--- src/rtl/sm_pkg.sv ---
package sm_pkg;
  localparam int NSIDE   = 4;
  localparam int SIDE_W  = 2;
  localparam int FIELD_W = 4;
  localparam int TAP_W   = 3;

  typedef enum logic [1:0] {
    DRV_OFF   = 2'b00,
    DRV_SHORT = 2'b01,
    DRV_LONG  = 2'b10,
    DRV_LB    = 2'b11
  } drv_mode_e;

  typedef struct packed {
    logic [SIDE_W-1:0] src;
    drv_mode_e         mode;
  } out_field_t;

  typedef struct packed {
    logic              en;
    logic [SIDE_W-1:0] side;
  } tap_field_t;
endpackage

--- src/rtl/sm_cfg_chain.sv ---
module sm_cfg_chain #(
  parameter int W = 140
) (
  input  logic         clk,
  input  logic         rst_n,
  input  logic         cfg_en,
  input  logic         cfg_bit,
  input  logic         cfg_done,
  output logic [W-1:0] active
);
  logic [W-1:0] chain;

  always_ff @(posedge clk or negedge rst_n) begin
    if (!rst_n) begin
      chain <= '0;
    end else if (cfg_en) begin
      chain <= {chain[W-2:0], cfg_bit};
    end
  end

  always_ff @(posedge clk or negedge rst_n) begin
    if (!rst_n) begin
      active <= '0;
    end else if (cfg_done) begin
      active <= chain;
    end
  end

  // the active copy holds between strobes
  p_hold_active_r2: assert property (@(posedge clk) disable iff (!rst_n)
    !cfg_done |=> $stable(active));

  // a strobe transfers the chain contents
  p_load_active_r2: assert property (@(posedge clk) disable iff (!rst_n)
    cfg_done |=> active == $past(chain));

  // the chain is frozen while shifting is disabled
  p_chain_frozen_r9: assert property (@(posedge clk) disable iff (!rst_n)
    !cfg_en |=> $stable(chain));

  // new bit enters at the bottom
  p_chain_entry_r9: assert property (@(posedge clk) disable iff (!rst_n)
    cfg_en |=> chain[0] == $past(cfg_bit));
endmodule

--- src/rtl/sm_out_mux.sv ---
module sm_out_mux
  import sm_pkg::*;
(
  input  logic             clk,
  input  logic             rst_n,
  input  out_field_t       fld,
  input  logic [NSIDE-1:0] short_col,
  input  logic [NSIDE-1:0] long_col,
  input  logic             lb_bit,
  output logic             drv
);
  always_comb begin
    unique case (fld.mode)
      DRV_SHORT: drv = short_col[fld.src];
      DRV_LONG:  drv = long_col[fld.src];
      DRV_LB:    drv = lb_bit;
      default:   drv = 1'b0;
    endcase
  end

  // an unconfigured wire never carries a value
  p_off_low_r3: assert property (@(posedge clk) disable iff (!rst_n)
    (fld.mode == DRV_OFF) |-> !drv);

  // logic-block drive follows the block output
  p_lb_follow_r6: assert property (@(posedge clk) disable iff (!rst_n)
    (fld.mode == DRV_LB) |-> drv == lb_bit);
endmodule

--- src/rtl/sm_tap_mux.sv ---
module sm_tap_mux
  import sm_pkg::*;
(
  input  logic             clk,
  input  logic             rst_n,
  input  tap_field_t       fld,
  input  logic [NSIDE-1:0] short_col,
  output logic             tap
);
  always_comb begin
    tap = 1'b0;
    if (fld.en) tap = short_col[fld.side];
  end

  // a disabled tap stays low
  p_tap_off_r8: assert property (@(posedge clk) disable iff (!rst_n)
    !fld.en |-> !tap);
endmodule

--- src/rtl/sm_pair_matrix.sv ---
module sm_pair_matrix
  import sm_pkg::*;
#(
  parameter int NCH = 4
) (
  input  logic                 clk,
  input  logic                 rst_n,
  input  logic                 cfg_en,
  input  logic                 cfg_bit,
  input  logic                 cfg_done,
  input  logic [NSIDE*NCH-1:0] short_in,
  input  logic [NSIDE*NCH-1:0] long_in,
  input  logic [NCH-1:0]       lb_in,
  output logic [NSIDE*NCH-1:0] short_out,
  output logic [NSIDE*NCH-1:0] long_out,
  output logic [NCH-1:0]       lb_out
);
  localparam int NOUT   = NSIDE * NCH * 2;
  localparam int TAP_LO = NOUT * FIELD_W;
  localparam int CFG_W  = TAP_LO + NCH * TAP_W;

  logic [CFG_W-1:0] active;
  logic [NSIDE-1:0] short_col [NCH];
  logic [NSIDE-1:0] long_col  [NCH];

  sm_cfg_chain #(.W(CFG_W)) u_chain (
    .clk      (clk),
    .rst_n    (rst_n),
    .cfg_en   (cfg_en),
    .cfg_bit  (cfg_bit),
    .cfg_done (cfg_done),
    .active   (active)
  );

  // regroup inputs by channel index; a net never leaves its index
  for (genvar i = 0; i < NCH; i++) begin : g_col
    for (genvar s = 0; s < NSIDE; s++) begin : g_side
      assign short_col[i][s] = short_in[s*NCH+i];
      assign long_col[i][s]  = long_in[s*NCH+i];
    end
  end

  for (genvar s = 0; s < NSIDE; s++) begin : g_out_side
    for (genvar i = 0; i < NCH; i++) begin : g_out_idx
      localparam int FS = (s*NCH + i) * 2;
      localparam int FL = FS + 1;

      sm_out_mux u_short (
        .clk       (clk),
        .rst_n     (rst_n),
        .fld       (out_field_t'(active[FS*FIELD_W +: FIELD_W])),
        .short_col (short_col[i]),
        .long_col  (long_col[i]),
        .lb_bit    (lb_in[i]),
        .drv       (short_out[s*NCH+i])
      );

      sm_out_mux u_long (
        .clk       (clk),
        .rst_n     (rst_n),
        .fld       (out_field_t'(active[FL*FIELD_W +: FIELD_W])),
        .short_col (short_col[i]),
        .long_col  (long_col[i]),
        .lb_bit    (lb_in[i]),
        .drv       (long_out[s*NCH+i])
      );
    end
  end

  for (genvar i = 0; i < NCH; i++) begin : g_tap
    sm_tap_mux u_tap (
      .clk       (clk),
      .rst_n     (rst_n),
      .fld       (tap_field_t'(active[TAP_LO + i*TAP_W +: TAP_W])),
      .short_col (short_col[i]),
      .tap       (lb_out[i])
    );
  end

  // outputs are quiet right after reset
  p_quiet_after_reset_r1: assert property (@(posedge clk) disable iff (!rst_n)
    $rose(rst_n) |-> (short_out == '0 || active != '0));
endmodule

--- config.mk ---
export PLATFORM = sky130hd
export DESIGN_NAME = sm_pair_matrix
export DESIGN_NICKNAME = d
export VERILOG_FILES = /design/src/rtl/sm_pkg.sv /design/src/rtl/sm_cfg_chain.sv /design/src/rtl/sm_out_mux.sv /design/src/rtl/sm_tap_mux.sv /design/src/rtl/sm_pair_matrix.sv
export SDC_FILE = /design/constraint.sdc
export NUM_CORES = 1
export LEC_CHECK = 0
export ABC_AREA = 1
export BUFFER_PORTS_ARGS = -buffer_cell sky130_fd_sc_hd__buf_2
export CAP_MARGIN = 30
export CORE_ASPECT_RATIO = 1.25
export CORE_MARGIN = 4
export CORE_UTILIZATION = 30
export DETAILED_ROUTE_END_ITERATION = 16
export SLEW_MARGIN = 20
export SYNTH_ARGS = -nofsm -noshare
export SYNTH_HDL_FRONTEND = slang
export SYNTH_SLANG_ARGS = --single-unit
export TNS_END_PERCENT = 20
--- constraint.sdc ---
create_clock -name clk -period 1.06 [get_ports clk]
set_input_delay 0.212 -clock clk [delete_from_list [all_inputs] [get_ports clk]]
set_output_delay 0.212 -clock clk [all_outputs]
set_load 0.01 [all_outputs]
==> metrics.md <==
| Metric | Value |
|---|---|
| Post-synthesis sequential area ratio | `51.05%` |
| Fmax | `548.2 MHz` |
| Layout cells sized above 1 | `19.78%` |
| Post-DRT Antenna Nets | `0` |
| Synth top area cells | `dfrtp_1 51%, nand2_1 15%, nand3_1 7.9%` |
| Cell type with the largest total area after synthesis | `dfrtp_1` |
| Max Cap Violations | `0` |
| Flop-to-flop setup slack | `0.10 ns` |
| Gpl congestion | `0.8414` |
| Slew @ Worst Pin | `0.3009 ns` |
| Drt pass-1 iters | `6` |
| WL/cell | `14.24 microns` |
| WP data required | `0.85 ns` |
| Kind of critical path | `register to primary output` |
| Synth unique cells | `16` |
| Count leader, synth | `nand2_1` |
| Rel. slew slack | `79.92%` |
| Synth Net Count | `1857` |
| Cell Rows | `87` |
| Die width | `199.3 microns` |
| Final worst slack | `-0.7642 ns` |
| Ports | `77` |
| Async SR Flop Fraction | `100.0%` |
| Clock Skew | `0.006147 ns` |
| Most frequent CP cell | `nand2_1` |
| Final setup vio count | `36` |
| H-tree depth | `1` |
| Port Buf Inserts | `76` |
| Root Driver | `clkbuf_16` |
| Clk slew on worst S/H paths | `0.06 ns` |
| Final Cycle Share | `172.1%` |
| Core area | `45170 sq um` |
| Area added between synthesis and finish | `24.53%` |
| Initial DRC Count | `661` |
| Detailed-route DRC error count | `0` |
| GRT Total Usage | `14.92%` |
| CP peak stage delay | `0.43 ns` |
| Yosys warning total | `0` |
| VDD IR max | `1.163 mV` |
| Clk sinks | `280` |
| Clock Latency Late Sink | `0.55 ns` |
| Post-synthesis register bit count | `280` |
| Die Area | `49260 sq um` |
| Antenna violations before repair | `0` |
| CTS tree | `yes` |
| Antenna Cells | `0` |
| Final hold slack | `0.03735 ns` |
| Largest net degree at the start of global routing | `70` |
| Top cells by count, synth | `536 x nand2_1, 280 x dfrtp_1, 220 x inv_1` |
| DRT Wirelength | `36580 microns` |
| Vias in the first global route | `12140` |
| Post-Syn Area | `13730 sq um` |
| Max-slew violations | `0` |
| Crit path cell chain | `inv_2 > nand2_1 > nand3_1 > nand2_1 > nand2_1 > nand3_2 > buf_6` |
| Number of synthesized flops with an enable pin | `0` |
| HP Class | `primary input to register` |
| Syn avg cell area | `7.558 sq um` |
| CP max FO | `5` |
| Syn Inst Count | `1816` |
| Slowest-stage cell, CP | `dfrtp_1` |
| Worst setup SP type | `register` |
| Crit path DAT | `1.61 ns` |
| Layout Nets | `2014` |
| Initial Util | `30.38%` |
| Final hold vios | `0` |
| Fill count | `4618` |
| Power per cell area | `1811 nW/um^2` |
| Tmin final | `1.824 ns` |
| Final core occ | `37.84%` |
| Via-to-Cell Ratio | `4.678` |
| Routed via count | `12020` |
| RSZ-0062 raised after global routing | `yes` |
| Synth top area share | `51.05%` |
| Primary FF master, synth | `dfrtp_1` |
| GR Overflow Total | `0` |
| Lkg Pwr | `8.572 nW` |
| Status | `complete, but fails checks` |
| Buffers from clock root to sink, at most | `3` |
| CP endpoint kind | `primary output` |
| HPWL Detailed | `25930 microns` |
| Die H | `247.1 microns` |
| Failing checks | `negative setup slack` |
| First-pass GRT wire length | `60550 microns` |
| CTS Buf Count | `29` |
layout make-up:
class	count	area, sq um	share of cell area [%]
sequential	280	7025	41.10
multi-input combinational	1190	5381	31.48
timing repair buffer	244	2137	12.50
inverter	228	873.3	5.109
clock buffer	45	865.8	5.066
tap	578	723.2	4.231
clock inverter	5	86.33	0.5051
registers in the layout, summed over array words and instances (netlist names):
name / flops
u_chain.active: 140
u_chain.chain: 140
layout by cell type, fill, tap and decap left out, types with 2 or more instances in the layout:
cell type,n
buf_12,24
inv_2,29
clkbuf_16,29
clkbuf_8,9
dlygate4sd3_1,2
buf_6,27
nand2_2,19
nand3_1,177
clkinv_4,2
nand3_2,37
nor2_1,136
buf_2,46
nand2_1,517
o211ai_1,2
inv_4,7
dfrtp_2,15
clkbuf_1,8
inv_1,184
bufinv_16,2
buf_4,143
dfrtp_1,265
nand3_4,2
o21ai_1,21
o21ai_0,197
clkinv_1,8
a21oi_1,81
critical path, delay by kind of cell, from the launching register on:
family,cells,cell delay (ns)
buffers and inverters,2,0.26
DFF,1,0.43
and+or+nand+nor,5,0.36
worst paths after layout:
kind                                     from  depth (start not counted)                   to
max in group asynchronous               rst_n                          3   u_chain.active[10]
setup reg to reg            u_chain.active[6]                          4    u_chain.active[6]
hold / removal                       cfg_done                          3  u_chain.active[133]
hold reg to reg             u_chain.chain[60]                          2   u_chain.active[60]
min in group asynchronous               rst_n                          2   u_chain.active[86]
setup / recovery           u_chain.active[38]                          7          long_out[4]
layer usage:
layer / wire length [microns] / vias up / global-route usage [%]
li1: - / 6015 / -
met1: 15280 / 5706 / 17.98
met2: 18850 / 215 / 27.17
met3: 1186 / 87 / 1.513
met4: 1261 / 0 / 5.815
met5: 0 / - / 0
metrics by stage:
stage	setup TNS, ns	setup slack (ns)	std cells	area [sq um]	total power [W]
2_1_floorplan	-0.6164	-0.02168	1816	13730	0.01767
3_3_place_gp	-9.095	-0.4438	2509	15590	0.01995
3_5_place_dp	-9.275	-0.4426	2509	15590	0.02016
4_1_cts	-26.80	-0.8040	2567	16860	0.03113
5_1_grt	-29.07	-0.8785	2570	17090	0.03295
6_report	-25.05	-0.7642	2570	17090	0.03095
timing repair:
item | CTS | global route
setup buffers | 6 | 3
hold buffers | 2 | 0
pin swaps | 45 | 24
resized for setup | 53 | 70
setup endpoints to repair | 36 | 36
endpoints found under the hold margin | 281 | 0
logic make-up (layout without fill, tap and decap cells):
| logic type | Yosys count | in the layout | share of synthesized area, % |
|---|---|---|---|
| simple gates | 888 | 888 | 26.25 |
| buf+inv | 346 | 522 | 11.65 |
| compound gates | 302 | 302 | 11.05 |
| flops | 280 | 280 | 51.05 |
power breakdown:
group,switching (W),total (W),internal [W]
logic,0.00391,0.00702,0.00311
clock network,0.00424,0.0103,0.00606
registers,0.00133,0.0136,0.0123
(Power assumes the default switching activity.)
